[src/rtl/dtg_pkg.sv]
package dtg_pkg;

  parameter int unsigned POS_W  = 12;
  parameter int unsigned SURF_W = 32;
  parameter int unsigned DATA_W = 32;
  parameter int unsigned ADDR_W = 4;
  parameter int unsigned NUM_GS = 3;

  localparam int IDX_START = 0;
  localparam int IDX_UPD   = 1;
  localparam int IDX_READY = 2;

  typedef struct packed {
    logic [POS_W-1:0] h_last;
    logic [POS_W-1:0] h_act;
    logic [POS_W-1:0] h_ss;
    logic [POS_W-1:0] h_se;
    logic [POS_W-1:0] v_last;
    logic [POS_W-1:0] v_act;
    logic [POS_W-1:0] v_ss;
    logic [POS_W-1:0] v_se;
  } raster_t;

  typedef struct packed {
    logic [POS_W-1:0] line;
    logic [POS_W-1:0] pix;
  } gpos_t;

  typedef struct packed {
    raster_t                tm;
    gpos_t [NUM_GS-1:0]     gs;
    logic  [SURF_W-1:0]     surf;
  } dcfg_t;

  typedef enum logic [ADDR_W-1:0] {
    RA_HLAST = 4'd0,  RA_HACT = 4'd1,  RA_HSS = 4'd2,  RA_HSE = 4'd3,
    RA_VLAST = 4'd4,  RA_VACT = 4'd5,  RA_VSS = 4'd6,  RA_VSE = 4'd7,
    RA_STL   = 4'd8,  RA_STP  = 4'd9,  RA_UPL = 4'd10, RA_UPP = 4'd11,
    RA_RDL   = 4'd12, RA_RDP  = 4'd13, RA_SURF = 4'd14
  } reg_addr_e;

  // Larger value wins a position collision.
  function automatic int gs_prio(int idx);
    if (idx == IDX_UPD)   return 2;
    if (idx == IDX_START) return 1;
    return 0;
  endfunction

endpackage

[src/rtl/dtg_shadow_regs.sv]
module dtg_shadow_regs
  import dtg_pkg::*;
(
  input  logic              clk,
  input  logic              rst_n,
  input  logic              wr_en,
  input  logic [ADDR_W-1:0] wr_addr,
  input  logic [DATA_W-1:0] wr_data,
  input  logic              load,
  output logic              pend_valid,
  output dcfg_t             act
);

  localparam int unsigned SW = (SURF_W < DATA_W) ? SURF_W : DATA_W;

  dcfg_t pend_q;
  dcfg_t act_q;
  logic  pv_q;
  logic [POS_W-1:0] wpos;

  assign wpos = wr_data[POS_W-1:0];

  always_ff @(posedge clk or negedge rst_n) begin
    if (!rst_n) begin
      pend_q <= '0;
    end else if (wr_en) begin
      case (reg_addr_e'(wr_addr))
        RA_HLAST: pend_q.tm.h_last <= wpos;
        RA_HACT:  pend_q.tm.h_act  <= wpos;
        RA_HSS:   pend_q.tm.h_ss   <= wpos;
        RA_HSE:   pend_q.tm.h_se   <= wpos;
        RA_VLAST: pend_q.tm.v_last <= wpos;
        RA_VACT:  pend_q.tm.v_act  <= wpos;
        RA_VSS:   pend_q.tm.v_ss   <= wpos;
        RA_VSE:   pend_q.tm.v_se   <= wpos;
        RA_STL:   pend_q.gs[IDX_START].line <= wpos;
        RA_STP:   pend_q.gs[IDX_START].pix  <= wpos;
        RA_UPL:   pend_q.gs[IDX_UPD].line   <= wpos;
        RA_UPP:   pend_q.gs[IDX_UPD].pix    <= wpos;
        RA_RDL:   pend_q.gs[IDX_READY].line <= wpos;
        RA_RDP:   pend_q.gs[IDX_READY].pix  <= wpos;
        RA_SURF:  pend_q.surf <= SURF_W'(wr_data[SW-1:0]);
        default:  pend_q <= pend_q;
      endcase
    end
  end

  // Whole-set copy in one edge: the commit point.
  always_ff @(posedge clk or negedge rst_n) begin
    if (!rst_n)    act_q <= '0;
    else if (load) act_q <= pend_q;
  end

  always_ff @(posedge clk or negedge rst_n) begin
    if (!rst_n)     pv_q <= 1'b0;
    else if (wr_en) pv_q <= 1'b1;
    else if (load)  pv_q <= 1'b0;
  end

  assign act        = act_q;
  assign pend_valid = pv_q;

  // active copy holds between commits
  a_r7_hold_between: assert property (@(posedge clk) disable iff (!rst_n)
    !load |=> $stable(act_q));
  // a commit transfers the whole pending set
  a_r7_commit_copy: assert property (@(posedge clk) disable iff (!rst_n)
    load |=> (act_q == $past(pend_q)));
  // a write leaves a commit outstanding
  a_r10_set: assert property (@(posedge clk) disable iff (!rst_n)
    wr_en |=> pend_valid);
  // a commit with no concurrent write clears the flag
  a_r10_clear: assert property (@(posedge clk) disable iff (!rst_n)
    (load && !wr_en) |=> !pend_valid);

endmodule

[src/rtl/dtg_raster.sv]
module dtg_raster
  import dtg_pkg::*;
(
  input  logic             clk,
  input  logic             rst_n,
  input  raster_t          tm,
  output logic [POS_W-1:0] hcnt,
  output logic [POS_W-1:0] vcnt,
  output logic             started,
  output logic             hsync,
  output logic             vsync,
  output logic             active_video,
  output logic             vblank
);

  logic [POS_W-1:0] hcnt_q, vcnt_q;
  logic             run_q;
  logic             h_end, v_end;

  assign h_end = (hcnt_q >= tm.h_last);
  assign v_end = (vcnt_q >= tm.v_last);

  always_ff @(posedge clk or negedge rst_n) begin
    if (!rst_n) begin
      hcnt_q <= '0;
      vcnt_q <= '0;
      run_q  <= 1'b0;
    end else if (h_end) begin
      hcnt_q <= '0;
      if (v_end) begin
        vcnt_q <= '0;
        run_q  <= 1'b1;
      end else begin
        vcnt_q <= vcnt_q + 1'b1;
      end
    end else begin
      hcnt_q <= hcnt_q + 1'b1;
    end
  end

  assign hcnt    = hcnt_q;
  assign vcnt    = vcnt_q;
  assign started = run_q;

  assign hsync        = run_q && (hcnt_q >= tm.h_ss) && (hcnt_q < tm.h_se);
  assign vsync        = run_q && (vcnt_q >= tm.v_ss) && (vcnt_q < tm.v_se);
  assign active_video = run_q && (hcnt_q < tm.h_act) && (vcnt_q < tm.v_act);
  assign vblank       = run_q && (vcnt_q >= tm.v_act);

  // after the last pixel of the last line the raster restarts at the origin
  a_r2_frame_wrap: assert property (@(posedge clk) disable iff (!rst_n)
    (h_end && v_end) |=> (hcnt_q == '0 && vcnt_q == '0 && run_q));

endmodule

[src/rtl/dtg_gsync.sv]
module dtg_gsync
  import dtg_pkg::*;
(
  input  logic               clk,
  input  logic               rst_n,
  input  raster_t            tm,
  input  gpos_t [NUM_GS-1:0] gs,
  input  logic [POS_W-1:0]   hcnt,
  input  logic [POS_W-1:0]   vcnt,
  input  logic               started,
  output logic [NUM_GS-1:0]  pulse,
  output logic               cfg_err
);

  logic [NUM_GS-1:0] outside, beaten, hit;

  for (genvar i = 0; i < NUM_GS; i++) begin : g_pulse
    logic [NUM_GS-1:0] loses;
    for (genvar j = 0; j < NUM_GS; j++) begin : g_cmp
      if (j != i && gs_prio(j) > gs_prio(i)) begin : g_hi
        assign loses[j] = (gs[j] == gs[i]);
      end else begin : g_lo
        assign loses[j] = 1'b0;
      end
    end
    assign beaten[i]  = |loses;
    assign outside[i] = (gs[i].line < tm.v_act) || (gs[i].line > tm.v_last) ||
                        (gs[i].pix > tm.h_last);
    assign hit[i]     = started && (vcnt == gs[i].line) && (hcnt == gs[i].pix);
    if (i == IDX_UPD) begin : g_commit
      assign pulse[i] = hit[i];
    end else begin : g_gated
      assign pulse[i] = hit[i] && !outside[i] && !beaten[i];
    end
  end

  assign cfg_err = (|outside) || (|beaten);

  // pulses never overlap
  a_r6_no_overlap: assert property (@(posedge clk) disable iff (!rst_n)
    $countones(pulse) <= 1);
  // startup and ready only inside vertical blanking
  a_r5_in_blank: assert property (@(posedge clk) disable iff (!rst_n)
    (pulse[IDX_START] || pulse[IDX_READY]) |-> (vcnt >= tm.v_act && vcnt <= tm.v_last));
  // a pulse lasts a single cycle
  a_r4_one_cycle: assert property (@(posedge clk) disable iff (!rst_n)
    (pulse[IDX_START] && tm.h_last != '0) |=> !pulse[IDX_START]);

endmodule

[src/rtl/dtg_top.sv]
module dtg_top
  import dtg_pkg::*;
(
  input  logic              clk,
  input  logic              rst_n,
  input  logic              cfg_we,
  input  logic [ADDR_W-1:0] cfg_addr,
  input  logic [DATA_W-1:0] cfg_wdata,
  input  logic              irq_clr,
  output logic              hsync,
  output logic              vsync,
  output logic              active_video,
  output logic              vblank,
  output logic              gs_startup,
  output logic              gs_update,
  output logic              gs_ready,
  output logic [SURF_W-1:0] surf_addr,
  output logic              pend_valid,
  output logic              upd_irq,
  output logic              cfg_err
);

  dcfg_t             act;
  logic [POS_W-1:0]  hcnt, vcnt;
  logic              started;
  logic [NUM_GS-1:0] pulse;
  logic              irq_q;

  dtg_shadow_regs u_regs (
    .clk        (clk),
    .rst_n      (rst_n),
    .wr_en      (cfg_we),
    .wr_addr    (cfg_addr),
    .wr_data    (cfg_wdata),
    .load       (pulse[IDX_UPD]),
    .pend_valid (pend_valid),
    .act        (act)
  );

  dtg_raster u_raster (
    .clk          (clk),
    .rst_n        (rst_n),
    .tm           (act.tm),
    .hcnt         (hcnt),
    .vcnt         (vcnt),
    .started      (started),
    .hsync        (hsync),
    .vsync        (vsync),
    .active_video (active_video),
    .vblank       (vblank)
  );

  dtg_gsync u_gsync (
    .clk     (clk),
    .rst_n   (rst_n),
    .tm      (act.tm),
    .gs      (act.gs),
    .hcnt    (hcnt),
    .vcnt    (vcnt),
    .started (started),
    .pulse   (pulse),
    .cfg_err (cfg_err)
  );

  assign gs_startup = pulse[IDX_START];
  assign gs_update  = pulse[IDX_UPD];
  assign gs_ready   = pulse[IDX_READY];
  assign surf_addr  = act.surf;

  always_ff @(posedge clk or negedge rst_n) begin
    if (!rst_n)         irq_q <= 1'b0;
    else if (gs_update) irq_q <= 1'b1;
    else if (irq_clr)   irq_q <= 1'b0;
  end
  assign upd_irq = irq_q;

  // nothing toggles before the first frame boundary
  a_r1_quiet_start: assert property (@(posedge clk) disable iff (!rst_n)
    !started |-> !(hsync || vsync || active_video || vblank || (|pulse)));
  // update pulse raises the host event, even against a clear
  a_r11_event: assert property (@(posedge clk) disable iff (!rst_n)
    gs_update |=> upd_irq);

endmodule

[config.mk]
export PLATFORM = sky130hd
export DESIGN_NAME = dtg_top
export DESIGN_NICKNAME = d
export VERILOG_FILES = /design/src/rtl/dtg_pkg.sv /design/src/rtl/dtg_shadow_regs.sv /design/src/rtl/dtg_raster.sv /design/src/rtl/dtg_gsync.sv /design/src/rtl/dtg_top.sv
export SDC_FILE = /design/constraint.sdc
export NUM_CORES = 1
export LEC_CHECK = 0
export BUFFER_PORTS_ARGS = -buffer_cell sky130_fd_sc_hd__buf_4
export CAP_MARGIN = 20
export CORE_ASPECT_RATIO = 0.5
export CORE_MARGIN = 8
export CORE_UTILIZATION = 61
export CTS_CLUSTER_DIAMETER = 40
export DETAILED_ROUTE_END_ITERATION = 12
export PLACE_DENSITY_LB_ADDON = 0.15
export REMOVE_ABC_BUFFERS = 1
export SLEW_MARGIN = 20
export SYNTH_ARGS = -nofsm -noshare
export SYNTH_HDL_FRONTEND = slang
export SYNTH_SLANG_ARGS = --single-unit
[constraint.sdc]
create_clock -name clk -period 5.7 [get_ports clk]
set_clock_uncertainty 0.1 [all_clocks]
set_input_delay 0.285 -clock clk [delete_from_list [all_inputs] [get_ports clk]]
set_output_delay 0.285 -clock clk [all_outputs]
set_load 0.02 [all_outputs]
; Yosys cells after proc, flatten, opt, wreduce, memory -nomap -nowiden
; Index checks and enable logic that the tools add are counted.
[totals]
reg_bits = 427
latch_bits = 0
mem_bits_rw = 0
romBits = 0
in_bits = 40
output_inout_bits = 42
mem_count = 0
[classes]
n_addsub = 2
mul = 0
div_mod_pow = 0
magnitude_cmp = 18
eq_ne = 23
n_shift = 0
muxes = 6
bitwise_logic = 0
n_reduce_logical = 50
[ops]
columns = operator, count
row1 = < comparator 12 bit, 7
row2 = equality test 12 bit, 6
row3 = equality test 24 bit, 3
row4 = > comparator 12 bit, 6
row5 = greater-or-equal comparator 12 bit, 5
row6 = AND reduction 2 bit, 16
row7 = equality test 4 bit (second input constant), 7
row8 = adder 12 x 1 -> 12 bit (second input constant), 2
row9 = 2-to-1 mux 12 bit, 2
row10 = logical AND 1 bit, 17
row11 = equality test 4 x 3 -> 1 bit (second input constant), 4
row12 = equality test 4 x 2 -> 1 bit (second input constant), 2
row13 = logical OR 1 bit, 7
row14 = OR reduction 3 bit, 2
row15 = equality test 4 x 1 -> 1 bit (second input constant), 1
row16 = logical NOT 1 bit, 4
row17 = logical NOT 4 bit, 1
row18 = 2-to-1 mux 1 bit, 4
row19 = nonzero test 2 bit, 2
row20 = OR reduction 2 bit, 1

; Logic depth before layout (Yosys ltp)
[logic_depth]
ltp_word = 6
depth_mapped = 12

; Hierarchy
; From an unflattened synthesis, not the netlist that was laid out.
[hier_totals]
cells_unflattened = 1802
area_unflattened_um2 = 22591.7
[by_module_without_submodules]
columns = module, instances, cells_each, area_per_inst_um2, seq_area_each_um2
row1 = dtg_shadow_regs, 1, 880, 15039.4, 10034.6
row2 = dtg_gsync, 1, 495, 3982.6, 0.0
row3 = dtg_raster, 1, 424, 3533.4, 625.6
row4 = dtg_top, 1, 3, 36.3, 25.0

; Worst setup path after synthesis
; OpenSTA, ideal clock, no wires.
[synth_timing]
path_type = register to register
from = reg u_raster.hcnt_q[0] (netlist: u_raster.hcnt[0])
to = reg u_raster.vcnt_q[1] (netlist: u_raster.vcnt[1])
t_arrival_ps = 2434
required_time_ps = 5475
path_slack_ps = 3041
path_stages_with_launch = 12
path_buffers = 2
period_less_slack_ps = 2659
cell_sequence = dfrtp_1 clkbuf_1 inv_1 ha_1 nand2b_1 a21o_1 a21oi_1 o21ai_0 o221a_2 or2_2 clkbuf_1 mux2_2
[synth_between]
elab_chain_cells = 1
[synth_lines]
columns = element, line
row1 = start: declaration, dtg_raster.sv:16  ; logic [POS_W-1:0] hcnt_q, vcnt_q;
row2 = start signal: assignment, dtg_raster.sv:37  ; hcnt_q <= hcnt_q + 1'b1;
row3 = greater-or-equal comparator 12 bit, dtg_raster.sv:20  ; assign h_end = (hcnt_q >= tm.h_last);
row4 = end signal: assignment, dtg_raster.sv:34  ; vcnt_q <= vcnt_q + 1'b1;
row5 = end: declaration, dtg_raster.sv:16
; Every way passes these cells.
; A chain may end at the register's enable or synchronous reset.

; Worst setup path in the final report
[layout_timing]
from = reg u_regs.act_q, in the netlist u_regs.act[45]
to = out cfg_err
[layout_between]
elab_chain_cells = 5
[layout_lines]
columns = element, line
row1 = start: declaration, dtg_shadow_regs.sv:17  ; dcfg_t act_q;
row2 = start signal: assignment, dtg_shadow_regs.sv:51  ; else if (load) act_q <= pend_q;
row3 = < comparator 12 bit / > comparator 12 bit (equally long branches), dtg_gsync.sv:27  ; assign outside[i] = (gs[i].line < tm.v_act) || (gs[i].line > tm.v_last) ||
row4 = logical OR 1 bit (2 in a row), dtg_gsync.sv:27
row5 = OR reduction 3 bit, dtg_gsync.sv:37  ; assign cfg_err = (|outside) || (|beaten);
row6 = logical OR 1 bit *, dtg_gsync.sv:37
row7 = end: declaration, dtg_top.sv:20  ; output logic cfg_err
; Every way passes the cells marked *; elsewhere a longest branch is shown, timed or not.

==> metrics.txt <==
pwr dens 554 nW/µm²; Total Wirelength 61.4 mm; drt initial violations 1581; area of placed instances 23200 µm²; Worst-Margin Slew 1.16 ns; Synth Register Bits 427; CP max FO 6; Slew Viols, Final 0; total vias in the final route 16100; period utilization 68.1%; Post-CTS Resized 0; Seq. cell area 10700 µm²; grt ovf 0; HPWL after detailed placement 42.9 mm; Vias/cell 5.96; worst hold slack 0.136 ns; Post-CTS Repair Setup Buffers 0; RSZ-0062 raised after global routing no; crit-path cells ha_1, nor2b_1, o211ai_1, a211oi_1, a2111oi_0, o32ai_1, a21oi_1, nand4_1, buf_4; Setup crit start kind register; Worst-path clk slew 0.07 ns; core box area 36200 µm²; Initial Util 62.4%; initial antenna violation count 4; area of the multi-input gates 10800 µm²; Worst Hold Class in -> reg; vias in the first global route 16000; P&R area growth vs syn 9.80%; Place WS 2.44 ns; slowest CP cell a2111oi_0; Crit path buffers/inverters 1; Port Buffer Count 81; Routed Antenna Nets 0; final setup margin 1.82 ns; Tot GR Track Use 28.1%; Clock Root Buffer clkbuf_16; crit-path max cell delay 0.82 ns; Crit path arrival time 3.49 ns; CP Data Required Time 5.32 ns; Die H 152 µm; Clk Latency, worst-skew pair 0.56 ns; Synth Warn # 0; Tot Pwr 13800 µW; Final setup viols 0; register area share after synthesis 47.3%; row count 49; Layout Utilization 68.5%; status finished clean; I/O pin cnt 82; share of cells above drive strength 1 16.5%; number of enable flip-flop cells after synthesis 0; fin crit period 3.88 ns; Leak 0.0122 µW; final hold vios 0; ys async rst share 100%; maximum vdd ir drop 0.295 mV; Post-CTS Hold Buffers 23; TritonCTS clock tree yes; die area 43800 µm²; Achievable Freq 0.258 GHz; MaxCap Viol Count 0; die boundary width 288 µm; Post-Synthesis Cells 2159; Mean Syn Cell Area 10.5 µm²; post-layout net count 2427; Antenna diodes 0; cell family with most CP delay compound AO/OA/AOI/OAI gates; Rel. slew slack 22.8%; fill count 2746; Synth Flop Type dfrtp_1; number of buffers created by CTS 40; Clock Sinks 427; H-tree lvl count 2; crit end category primary output; distinct cell type count after synthesis 44; first-pass GRT wire length 95.7 mm; RD Place Congestion 0.967; largest net degree at the start of global routing 159; total iterations of the first detailed-routing run 5; DRC Markers 0; maximum clock path buffer count 3; routed len/inst 22.7 µm; Crit Path Category reg -> out; Post-Synthesis Cell Area 22600 µm²; final instance area 24800 µm²
## cells in the final DEF, fill, tap and decap left out, types with 6 or more instances in the layout
cell,n
and3_1,18
nand2b_1,11
a211oi_1,14
dfrtp_1,427
o21ai_0,105
o22ai_1,10
nor2_1,41
clkinv_2,6
a21o_1,38
xnor2_1,75
xor2_1,79
clkbuf_16,40
nand3_1,26
a21oi_1,48
ha_1,200
dlygate4sd3_1,23
buf_4,92
o21ai_1,19
nand4_1,50
a22o_1,10
nor2b_1,22
inv_1,102
o211ai_1,11
nand2_1,432
nor4_1,27
mux2_2,201
clkbuf_1,10
o21a_1,9
nor3_1,13
bufinv_16,6
## report_power, final
group	total, µW	switching (µW)	internal (µW)
logic	5810	3320	2490
clock network	2840	1210	1630
registers	5100	1120	3980
## path summary, 6_finish.rpt
kind | from | to | slack, ns | cells after the start
setup reg to reg | u_raster.hcnt[11]$_DFF_PN0_ | u_regs.act[55]$_DFFE_PN0P_ | 2.31 | 8
hold reg to reg | u_regs.act[3]$_DFFE_PN0P_ | u_regs.act[3]$_DFFE_PN0P_ | 0.37 | 2
hold / removal | cfg_wdata[0] | u_regs.pend_q[44]$_DFFE_PN0P_ | 0.14 | 2
max in group asynchronous | rst_n | u_regs.act[44]$_DFFE_PN0P_ | 3.91 | 3
min in group asynchronous | rst_n | u_regs.pend_q[171]$_DFFE_PN0P_ | 0.24 | 2
setup / recovery | u_regs.act[45]$_DFFE_PN0P_ | cfg_err | 1.82 | 9
## cell type report
| type | count | share of cell area [%] |
|---|---|---|
| clock buffers | 53 | 4.35 |
| inverters | 102 | 1.54 |
| multi-input cells | 1497 | 43.4 |
| repair buffers | 119 | 4.01 |
| well taps | 484 | 2.44 |
| flip-flops and latches | 427 | 43.1 |
| clock inverters | 19 | 1.21 |
## cell usage after synthesis, types with 14 or more instances
library cell / instances / area, µm²
xor2_1: 79 / 692
nand2_1: 432 / 1620
nor2_1: 43 / 161
nor4_1: 27 / 169
o21ai_0: 105 / 526
dfrtp_1: 427 / 10700
a211oi_1: 14 / 105
clkbuf_1: 60 / 225
xnor2_1: 75 / 657
nand4_1: 50 / 313
a21oi_1: 48 / 240
inv_1: 102 / 383
ha_1: 200 / 2500
a21o_1: 38 / 285
nand3_1: 26 / 130
buf_4: 45 / 338
o21ai_1: 19 / 95.1
and3_1: 18 / 113
nor2b_1: 22 / 138
mux2_2: 201 / 2260
## per-stage QoR
step,TNS [ns],instances
after floorplan,-462.00,2026
after global routing,0,2701
after global placement,0,2606
after CTS,0,2701
final,0,2701
after detailed placement,0,2606
## flip-flops by register name, summed over array words and instances (netlist names)
register           cells
upd_irq                1
u_regs.pend_q        200
u_raster.vcnt         12
u_regs.act           200
u_raster.hcnt         12
u_regs.pend_valid      1
u_raster.started       1
## routing by layer
metal	part of all wire [%]	routed length (µm)	vias to the layer above	global-route usage, %
met3	9.3	5740	103	7.19
met4	2.4	1460	2	6.91
met5	0.026	16	-	0
met1	47	28600	8034	42.4
li1	-	-	7395	-
met2	42	25500	556	40.1
## cells by family after synthesis
| group | after synthesis | synth area share (%) |
|---|---|---|
| flip-flops | 427 | 47.3 |
| buffers and inverters | 235 | 5.14 |
| multiplexers | 201 | 10.0 |
| AND/OR/NAND/NOR | 657 | 12.8 |
| XOR/XNOR | 154 | 5.97 |
| adder cells (fa/ha/maj) | 200 | 11.1 |
| AO/OA/AOI/OAI | 285 | 7.66 |
(Power assumes the default switching activity.)
